--- src/rtl/burst_pkg.sv ---
package burst_pkg;

    localparam int BEAT_W = 2;
    localparam int BEATS  = 1 << BEAT_W;

    typedef logic [BEAT_W-1:0] beat_t;

    typedef enum logic [1:0] {
        SRC_NONE = 2'd0,
        SRC_PROC = 2'd1,
        SRC_CTRL = 2'd2
    } load_src_e;

    typedef enum logic {
        ORD_INTERLEAVED = 1'b0,
        ORD_LINEAR      = 1'b1
    } order_e;

    typedef struct packed {
        logic  load;
        logic  step;
    } ctl_t;

    // Beat address from loaded low bits and beat count, per order.
    function automatic beat_t map_beat(order_e ord, beat_t base, beat_t cnt);
        if (ord == ORD_LINEAR)
            return beat_t'(base + cnt);
        else
            return base ^ cnt;
    endfunction

endpackage

--- src/rtl/burst_load_sel.sv ---
module burst_load_sel
    import burst_pkg::*;
(
    input  logic      chip_en,
    input  logic      proc_strobe,
    input  logic      ctrl_strobe,
    input  logic      advance,
    output load_src_e load_src,
    output ctl_t      ctl
);

    always_comb begin
        if (proc_strobe && chip_en)
            load_src = SRC_PROC;
        else if (ctrl_strobe)
            load_src = SRC_CTRL;
        else
            load_src = SRC_NONE;
    end

    always_comb begin
        ctl.load = (load_src != SRC_NONE);
        ctl.step = (load_src == SRC_NONE) && advance;
    end

endmodule

--- src/rtl/burst_beat_ctr.sv ---
module burst_beat_ctr
    import burst_pkg::*;
(
    input  logic  clk,
    input  logic  rst,
    input  ctl_t  ctl,
    output beat_t cnt
);

    always_ff @(posedge clk) begin
        if (rst)
            cnt <= '0;
        else if (ctl.load)
            cnt <= '0;
        else if (ctl.step)
            cnt <= beat_t'(cnt + 1'b1);
    end

    // no load and no step keeps the beat count
    a_r7_hold_beat: assert property (@(posedge clk) disable iff (rst)
        (!ctl.load && !ctl.step) |=> $stable(cnt));

    // a step moves exactly one beat (wrapping, R8)
    a_r5_step_one: assert property (@(posedge clk) disable iff (rst)
        (!ctl.load && ctl.step) |=> (cnt == beat_t'($past(cnt) + 1'b1)));

    // a load restarts at beat zero even when advance is high
    a_r9_load_restart: assert property (@(posedge clk) disable iff (rst)
        ctl.load |=> (cnt == '0));

endmodule

--- src/rtl/burst_addr_hold.sv ---
module burst_addr_hold
    import burst_pkg::*;
#(
    parameter int ADDR_W = 18
) (
    input  logic              clk,
    input  logic              rst,
    input  ctl_t              ctl,
    input  logic [ADDR_W-1:0] addr_in,
    output logic [ADDR_W-1:0] base_addr
);

    always_ff @(posedge clk) begin
        if (rst)
            base_addr <= '0;
        else if (ctl.load)
            base_addr <= addr_in;
    end

endmodule

--- src/rtl/burst_addr_gen.sv ---
module burst_addr_gen
    import burst_pkg::*;
#(
    parameter int ADDR_W = 18
) (
    input  logic              clk,
    input  logic              rst,
    input  logic              chip_en,
    input  logic              proc_strobe,
    input  logic              ctrl_strobe,
    input  logic              advance,
    input  logic              order_linear,
    input  logic [ADDR_W-1:0] addr_in,
    output logic [ADDR_W-1:0] word_addr
);

    localparam int HI_W = ADDR_W - BEAT_W;

    load_src_e         load_src;
    ctl_t              ctl;
    beat_t             cnt;
    logic [ADDR_W-1:0] base_addr;
    order_e            ord;

    assign ord = order_e'(order_linear);

    burst_load_sel u_sel (
        .chip_en     (chip_en),
        .proc_strobe (proc_strobe),
        .ctrl_strobe (ctrl_strobe),
        .advance     (advance),
        .load_src    (load_src),
        .ctl         (ctl)
    );

    burst_beat_ctr u_ctr (
        .clk (clk),
        .rst (rst),
        .ctl (ctl),
        .cnt (cnt)
    );

    burst_addr_hold #(.ADDR_W(ADDR_W)) u_hold (
        .clk       (clk),
        .rst       (rst),
        .ctl       (ctl),
        .addr_in   (addr_in),
        .base_addr (base_addr)
    );

    generate
        if (HI_W > 0) begin : g_upper
            assign word_addr[ADDR_W-1:BEAT_W] = base_addr[ADDR_W-1:BEAT_W];
        end
    endgenerate

    assign word_addr[BEAT_W-1:0] = map_beat(ord, base_addr[BEAT_W-1:0], cnt);

    // a load shows the captured address on the next cycle
    a_r2_load_shows_addr: assert property (@(posedge clk) disable iff (rst)
        ctl.load |=> (word_addr == $past(addr_in)));

    // a processor strobe without chip enable and without the other strobe loads nothing
    a_r3_proc_gated: assert property (@(posedge clk) disable iff (rst)
        (proc_strobe && !chip_en && !ctrl_strobe) |-> !ctl.load);

    // controller strobe always loads; processor wins when both are valid
    a_r4_ctrl_loads: assert property (@(posedge clk) disable iff (rst)
        ctrl_strobe |-> (ctl.load && (load_src == (proc_strobe && chip_en ? SRC_PROC : SRC_CTRL))));

    // upper bits move only on a load
    a_r8_upper_stable: assert property (@(posedge clk) disable iff (rst)
        !ctl.load |=> $stable(word_addr[ADDR_W-1:BEAT_W]));

    // wait state holds the whole address when the order pin is steady
    a_r7_wait_holds: assert property (@(posedge clk) disable iff (rst)
        (!ctl.load && !advance && $stable(order_linear)) |=> $stable(word_addr));

endmodule

--- config.mk ---
export PLATFORM = sky130hd
export DESIGN_NAME = burst_addr_gen
export DESIGN_NICKNAME = d
export VERILOG_FILES = /design/src/rtl/burst_pkg.sv /design/src/rtl/burst_load_sel.sv /design/src/rtl/burst_beat_ctr.sv /design/src/rtl/burst_addr_hold.sv /design/src/rtl/burst_addr_gen.sv
export SDC_FILE = /design/constraint.sdc
export NUM_CORES = 1
export LEC_CHECK = 0
export BUFFER_PORTS_ARGS = -buffer_cell sky130_fd_sc_hd__buf_4
export CAP_MARGIN = 10
export CELL_PAD_IN_SITES_DETAIL_PLACEMENT = 0
export CELL_PAD_IN_SITES_GLOBAL_PLACEMENT = 2
export CORE_MARGIN = 2
export CORE_UTILIZATION = 22
export DETAILED_ROUTE_END_ITERATION = 8
export GPL_TIMING_DRIVEN = 0
export PLACE_DENSITY_LB_ADDON = 0.1
export RECOVER_POWER = 100
export SYNTH_ARGS = -nofsm -noshare
export SYNTH_HDL_FRONTEND = slang
export SYNTH_HIERARCHICAL = 1
export SYNTH_SLANG_ARGS = --single-unit
--- constraint.sdc ---
create_clock -name clk -period 0.93 [get_ports clk]
set_clock_uncertainty 0.1 [all_clocks]
set_input_delay 0.093 -clock clk [delete_from_list [all_inputs] [get_ports clk]]
set_output_delay 0.093 -clock clk [all_outputs]
set_load 0.01 [all_outputs]
After elaboration in Yosys (flattened, before gate mapping)
Index checks and enable logic that the tools add are counted.
W data, S select, Z words.
{"block": "word_totals", "ff_bits": 20, "inputBits": 25, "out_inout_bits": 18, "elab_cells": 13}
{"block": "op_classes", "add_sub_neg": 2, "muxes": 3, "bitwise_logic": 1, "reduce_logical": 5}
{"operator": "$mux W2", "n": 3}
{"operator": "$add A2 B1 Y2 const B", "n": 1}
{"operator": "$add A2 B2 Y2", "n": 1}
{"operator": "$logic_and A1 B1 Y1", "n": 2}
{"operator": "$logic_not A2 Y1", "n": 1}
{"operator": "$reduce_bool A2 Y1", "n": 1}
{"operator": "$reduce_or A2 Y1", "n": 1}
{"operator": "$xor A2 B2 Y2", "n": 1}

Depth between registers and ports, before layout
Gate-level depths: netlist of the first run.
{"block": "logic_depth", "ltp_word": 4, "depth_mapped": 5, "depth_no_buf": 4}

Hierarchy
Netlist of the first run, hierarchy kept.
{"module": "burst_addr_hold", "instances": 1, "cells_per_inst": 58, "area_per_inst_um2": 649.4, "seq_area_each_um2": 360.3}
{"module": "burst_beat_ctr", "instances": 1, "cells_per_inst": 8, "area_per_inst_um2": 85.1, "seq_area_each_um2": 40.0}
{"module": "burst_load_sel", "instances": 1, "cells_per_inst": 5, "area_per_inst_um2": 35.0, "seq_area_each_um2": 0.0}
{"module": "burst_addr_gen", "instances": 1, "cells_per_inst": 4, "area_per_inst_um2": 33.8, "seq_area_each_um2": 0.0}

Worst setup path before layout of the first run
Ideal clock, no wire load.
{"block": "synth_path", "path_type": "register to output", "startpoint": "reg u_ctr.cnt[0]", "endpoint": "out word_addr[1]", "arrival_time_ns": 0.790, "required_ns": 0.737, "setup_slack_ns": -0.053, "stages_incl_launch_ff": 4, "n_path_buf": 0, "path_cell_list": "dfxtp_1 > ha_1 > nand2_1 > xnor2_1"}
{"block": "synth_via", "elab_chain_cells": 2}
{"element": "start, declared", "line": "burst_beat_ctr.sv:7", "text": "output beat_t cnt"}
{"element": "start signal, assigned", "line": "burst_beat_ctr.sv:16", "text": "cnt <= beat_t'(cnt + 1'b1);"}
{"element": "$add A2 B2 Y2", "line": "burst_pkg.sv:27", "text": "return beat_t'(base + cnt);"}
{"element": "$mux W2", "line": "burst_pkg.sv:26", "text": "if (ord == ORD_LINEAR)"}
{"element": "end, declared", "line": "burst_addr_gen.sv:14", "text": "output logic [ADDR_W-1:0] word_addr"}
Every way passes these cells.

Final worst setup path of the first run
{"block": "layout_path", "startpoint": "reg u_hold.base_addr[1]", "endpoint": "out word_addr[1]"}
{"block": "layout_via", "elab_chain_cells": 2, "word_cells_on_any_way": 3}
{"element": "start, declared", "line": "burst_addr_hold.sv:10", "text": "output logic [ADDR_W-1:0] base_addr"}
{"element": "start signal, assigned", "line": "burst_addr_hold.sv:17", "text": "base_addr <= addr_in;"}
{"element": "$add A2 B2 Y2 or $xor A2 B2 Y2 (tied branches)", "line": "burst_pkg.sv:27, burst_pkg.sv:29"}
{"element": "$mux W2 (*)", "line": "burst_pkg.sv:26"}
Mark *: on every way between the ends. The rest lies on a longest branch, timed or not.

==> results of run 1 <==
## layer usage
layer  part of all wire, %  wire length [um]  GRT usage, %
met1                    44               849          11.9
met3                   4.8                93          2.82
met4                  0.98                19          4.89
met5                     0                 0             0
met2                    50               972          18.7
## how the worst min path moves through the flow
stage / from / endpoint / slack, ns
4_1_cts: rst / u_ctr/cnt[1] / -0.04
3_3_place_gp: addr_in[5] / u_hold/base_addr[5] / 0.23
2_1_floorplan: addr_in[0] / u_hold/base_addr[0] / 0.14
5_1_grt: rst / u_ctr/cnt[1] / -0.03
6_report: rst / u_ctr/cnt[1] / -0.02
3_5_place_dp: addr_in[14] / u_hold/base_addr[14] / 0.24
## power by group through the flow
stage | sequential (mW) | combinational (mW) | clock [mW]
floorplan | 0.976 | 0.149 | 0
global placement | 0.955 | 0.346 | 0
detailed placement | 0.957 | 0.349 | 0
CTS | 0.960 | 0.451 | 0.542
global route | 0.964 | 0.484 | 0.586
finish | 0.956 | 0.446 | 0.502
## registers in the layout (all words and copies together) (netlist names)
signal and count:
u_hold/base_addr 18, u_ctr/cnt 2
## worst max-delay path, stage by stage, from the launching register on
cell,delay [ns]
dfxtp_2,0.37
xor2_2,0.19
xnor2_2,0.13
buf_4,0.13
## per-stage QoR
step / setup TNS [ns] / total power, mW / setup WS (ns)
floorplan: -0.413 / 1.13 / -0.0399
global placement: -3.03 / 1.30 / -0.227
detailed placement: -3.05 / 1.31 / -0.234
CTS: -1.27 / 1.95 / -0.408
global route: -2.19 / 2.03 / -0.444
finish: -1.06 / 1.90 / -0.373
## repair_timing
| action | in CTS | in global routing |
|---|---|---|
| endpoints found under the setup margin | 18 | 20 |
| gates resized for setup | 41 | 4 |
| endpoints found under the hold margin | 20 | 2 |
| buffers inserted | 2 | 2 |
| pin swaps | 3 | 5 |
## cell type report
cell class	count	area [um2]	share of cell area [%]
Inverter	1	3.75	0.245
Multi-Input combinational cell	48	383	25.0
Clock buffer	4	36.3	2.37
Tap cell	46	57.6	3.76
Sequential cell	20	427	27.8
Timing Repair Buffer	64	593	38.7
Buffer	4	32.5	2.12
## layout by cell type (no fill, tap or decap)
cell	instances
buf_6	18
mux2i_1	18
dfxtp_1	1
buf_2	1
dfxtp_2	18
clkbuf_2	1
xnor2_2	2
a21bo_1	1
nor2_1	19
dfxtp_4	1
a21oi_2	1
buf_8	1
buf_4	19
or2_1	1
nand2_4	1
nand3b_1	1
clkbuf_4	13
inv_1	1
nor2_2	1
clkbuf_8	1
xor2_2	1
a21o_1	1
dlygate4sd3_1	18
ha_4	1
==> summary.txt, run 1 <==
Outcome
  • Outcome: complete, but fails checks
  • Failing checks: negative hold slack, negative setup slack

Timing
  • Fin crit period: 1.30 ns
  • Fin Hold WS: -0.0239 ns
  • Final Max Tran Viols: 0
  • RSZ-0062 raised after global routing: true
  • Actual slew at the worst max-slew pin: 0.199 ns
  • Slew margin rel.: 86.7%
  • Endpoints failing setup: 20
  • Final WS setup: -0.373 ns
  • Final Hold Fails: 2
  • Tcrit/Tclk final: 140%
  • Fmax achieved: 767 MHz

Placed design
  • Gpl congestion: 0.688
  • Post-DP HPWL: 1310 um
  • PortBufs: 42
  • Placed cell count: 161
  • Cell Area, Placed: 1170 um2

Routing
  • DRC: 0
  • WL final: 1930 um
  • Post-route ant nets: 0
  • First DRT Iteration DRCs: 16
  • Average vias per placed instance: 3.95
  • WL/cell: 10.3 um
  • First drt pass iteration count: 2
  • Vias: 738

GRT
  • Pin count of the biggest net entering global routing: 12
  • Overall routing resource usage: 10.6%
  • Number of global-route vias before repair: 770
  • First-pass GRT wire length: 3350 um
  • Initial antenna violation count: 0
  • Gr ovfl total: 0

Critical path
  • R2r worst-path depth: 4
  • R2R Path Start: u_ctr/cnt[0]
  • Kind of critical path: flop to primary output
  • Required time of the critical path: 0.74 ns
  • Crit path capture: word_addr[1]
  • CP startpoint: u_hold/base_addr[1]
  • R2r endpoint: u_ctr/cnt[1]
  • Register-to-register setup slack: -0.16 ns
  • Critical path arrival: 1.11 ns
  • CP Capture Type: primary output
  • CP max FO: 2
  • Startpoint Class: flop

Power and ir drop
  • Internal Pwr Total: 1.45 mW
  • Comb pwr share: 23.4%
  • Power density cells: 1240 nW/um2
  • Leakage: 0.754 nW
  • Peak supply drop: 0.559 mV
  • P_sw: 0.456 mW
  • Clk pwr share: 26.4%
  • Seq pwr share: 50.2%
  • Switching Share: 24.0%

Cells and area
  • Layout Cells excl Fill: 187
  • Layout Area Growth over Synthesis: 95.1%
  • Final instance area: 1530 um2
  • Nets: 168
  • Fill count: 316
  • Share of layout cells above drive strength 1: 56.7%
  • N_diodes: 0
  • Fin util: 45.2%

CTS
  • CTS Hold Bufs: 18
  • H-tree Lvls: 1
  • Clock slew seen by the registers of the worst setup and hold paths: 0.11 ns
  • Root Driver: clkbuf_4
  • Clk Latency, worst-skew pair: 0.29 ns
  • Clock sinks: 20
  • Longest Clk Path Bufs: 2
  • CTS tree: done
  • Clock buffer count from CTS: 3

Floorplanning
  • Die height: 63.8 um
  • Die Area: 4070 um2
  • # IOs: 43
  • Starting Density: 23.2%
  • Rows: 21
  • Die W: 63.8 um
  • Core area: 3390 um2

Yosys
  • Post-Synthesis Cells: 73
  • Post-synth net total: 99
  • Synthesized area per cell: 10.8 um2
  • Warnings, synthesis: 6
  • Post-Syn Area: 786 um2

Min path
  • Worst Hold Class: input port to flop
  • Hold Path Depth: 3

Job
  • Maximum capacitance violations: 0
(Power assumes the default switching activity.)
==> inputs of run 2 (changes only) <==
CORE_UTILIZATION = 23   (was 22)
CTS_BUF_LIST = sky130_fd_sc_hd__clkbuf_8   (was not set)
==> summary.txt, run 2 (same netlist as run 1, synthesis figures left out) <==
GRT
  • Initial antenna violation count: 0 (unchanged)
  • Number of global-route vias before repair: 687 (-11%)
  • First-pass GRT wire length: 3150 um (-5.8%)
  • Pin count of the biggest net entering global routing: 12 (unchanged)
  • Overall routing resource usage: 10.0% (-0.62 points)
  • Gr ovfl total: 0 (unchanged)

Placed design
  • Cell Area, Placed: 1170 um2 (unchanged)
  • Post-DP HPWL: 1270 um (-2.9%)
  • Gpl congestion: 0.638 (-7.4%)
  • PortBufs: 42 (unchanged)

Timing
  • Endpoints failing setup: 2 (-90%)
  • Setup TNS: -0.525 ns (+0.533 ns)
  • Final Hold Fails: 0 (-2)
  • Final WS setup: -0.321 ns (+0.0525 ns)
  • Fin crit period: 1.25 ns (-0.0525 ns)
  • Final Max Tran Viols: 0 (unchanged)
  • Slew margin rel.: 87.0% (+0.27 points)
  • RSZ-0062 raised after global routing: true
  • Fmax achieved: 800 MHz (+4.2%)
  • Actual slew at the worst max-slew pin: 0.195 ns (-0.00421 ns)
  • Tcrit/Tclk final: 134% (-5.6 points)

Routing
  • WL/cell: 9.36 um (-9.5%)
  • DRC: 0 (unchanged)
  • First DRT Iteration DRCs: 12 (-4)
  • Post-route ant nets: 0 (unchanged)
  • Vias: 716 (-3.0%)
  • Average vias per placed instance: 3.83 (-3.0%)
  • First drt pass iteration count: 4 (+2)
  • WL final: 1750 um (-9.5%)

Cells and area
  • Commonest cells after routing, fill and taps aside: buf_4 (37), nor2_1 (19), mux2i_1 (18)
  • Registers with the most flip-flops: u_hold/base_addr: 18 flops, u_ctr/cnt: 2 flops
  • Share of layout cells above drive strength 1: 53.2% (-3.5 points)
  • Largest Register: u_hold/base_addr
  • Nets: 168 (unchanged)
  • Commonest non-fill, non-tap cell in the layout: buf_4
  • Fill count: 345 (+9.2%)
  • Layout Area Growth over Synthesis: 89.0%
  • N_diodes: 0 (unchanged)
  • Max reg flops: 18 (unchanged)
  • Final instance area: 1490 um2 (-3.1%)

Floorplanning
  • Rows: 21 (unchanged)
  • Core area: 3310 um2 (-2.3%)
  • # IOs: 43 (unchanged)
  • Starting Density: 23.7% (+0.55 points)
  • Die height: 62.5 um (-2.1%)
  • Die W: 62.5 um (-2.1%)
  • Die Area: 3900 um2 (-4.1%)

CTS
  • Root Driver: clkbuf_8
  • Clock sinks: 20 (unchanged)
  • Longest Clk Path Bufs: 2 (unchanged)
  • Clock buffer count from CTS: 3 (unchanged)
  • H-tree Lvls: 1 (unchanged)
  • CTS tree: done
  • Clock slew seen by the registers of the worst setup and hold paths: 0.07 ns (-0.04 ns)
  • Clk Latency, worst-skew pair: 0.25 ns (-0.04 ns)

Critical path
  • CP max FO: 2 (unchanged)
  • Startpoint Class: flop
  • Critical path arrival: 1.06 ns (-0.05 ns)
  • CP Capture Type: primary output
  • Required time of the critical path: 0.74 ns (about the same)
  • R2r worst-path depth: 3 (-1)
  • Kind of critical path: flop to primary output

Power and ir drop
  • Clk pwr share: 31.8% (+5.4 points)
  • Power density cells: 1350 nW/um2 (+8.7%)
  • Peak supply drop: 0.511 mV (-8.6%)
  • Seq pwr share: 47.0% (-3.2 points)
  • P_sw: 0.444 mW (-2.6%)
  • Internal Pwr Total: 1.56 mW (+7.8%)
  • Switching Share: 22.1% (-1.8 points)
  • Leakage: 0.762 nW (+1.1%)
  • Comb pwr share: 21.1% (-2.3 points)

Outcome
  • Outcome: complete, but fails checks
  • Failing checks: negative setup slack

Min path
  • Worst Hold Class: input port to flop
  • Hold Path Depth: 3 (unchanged)

Job
  • Maximum capacitance violations: 0 (unchanged)
run 2: cell type report:
type	count	area [um2]	share of cell area, %
inverter	1	3.75	0.253
buffer	4	30.0	2.02
tap	46	57.6	3.88
sequential	20	420	28.3
timing repair buffer	64	541	36.4
multi-input combinational	48	378	25.4
clock buffer	4	55.1	3.71
run 2: worst max-delay path, cell delays in order, from the launching register on:
cell	delay, ns
dfxtp_2	0.36
ha_4	0.13
nand2_2	0.06
xnor2_2	0.12
buf_4	0.14
run 2: power by group through the flow:
stage | Combinational, mW | Clock, mW | Sequential [mW]
after floorplan | 0.149 | 0 | 0.976
after global placement | 0.346 | 0 | 0.955
after detailed placement | 0.348 | 0 | 0.957
after CTS | 0.419 | 0.680 | 0.940
after global routing | 0.463 | 0.720 | 0.951
final | 0.423 | 0.639 | 0.943
run 2: what timing repair did:
item,CTS,global route
hold buffers,18,0
gates resized for setup,9,21
endpoints found under the hold margin,18,0
pin swaps,2,4
endpoints found under the setup margin,2,22
setup buffers,1,3
run 2: worst paths after layout:
check                      startpoint             endpoint  slack, ns
setup / recovery  u_hold/base_addr[0]         word_addr[1]      -0.32
hold / removal                    rst         u_ctr/cnt[1]       0.02
setup reg to reg         u_ctr/cnt[0]         u_ctr/cnt[1]       0.02
hold reg to reg   u_hold/base_addr[6]  u_hold/base_addr[6]       0.38
run 2: per-stage QoR:
step	util [%]	hold slack [ns]	setup slack, ns	std cells	total power [mW]
3_3_place_gp	35.2	0.229	-0.220	161	1.30
4_1_cts	43.5	0.0227	-0.338	184	2.04
3_5_place_dp	35.2	0.236	-0.239	161	1.31
2_1_floorplan	-	0.140	-0.0399	73	1.13
5_1_grt	44.9	0.0476	-0.382	187	2.13
6_report	44.9	0.0221	-0.321	187	2.01
run 2: layer usage:
layer	routed length, um	up-vias	track usage [%]
met5	0	-	0
li1	-	372	-
met3	143	2	3.78
met2	778	27	15.5
met1	815	315	12.5
met4	15	0	4.17
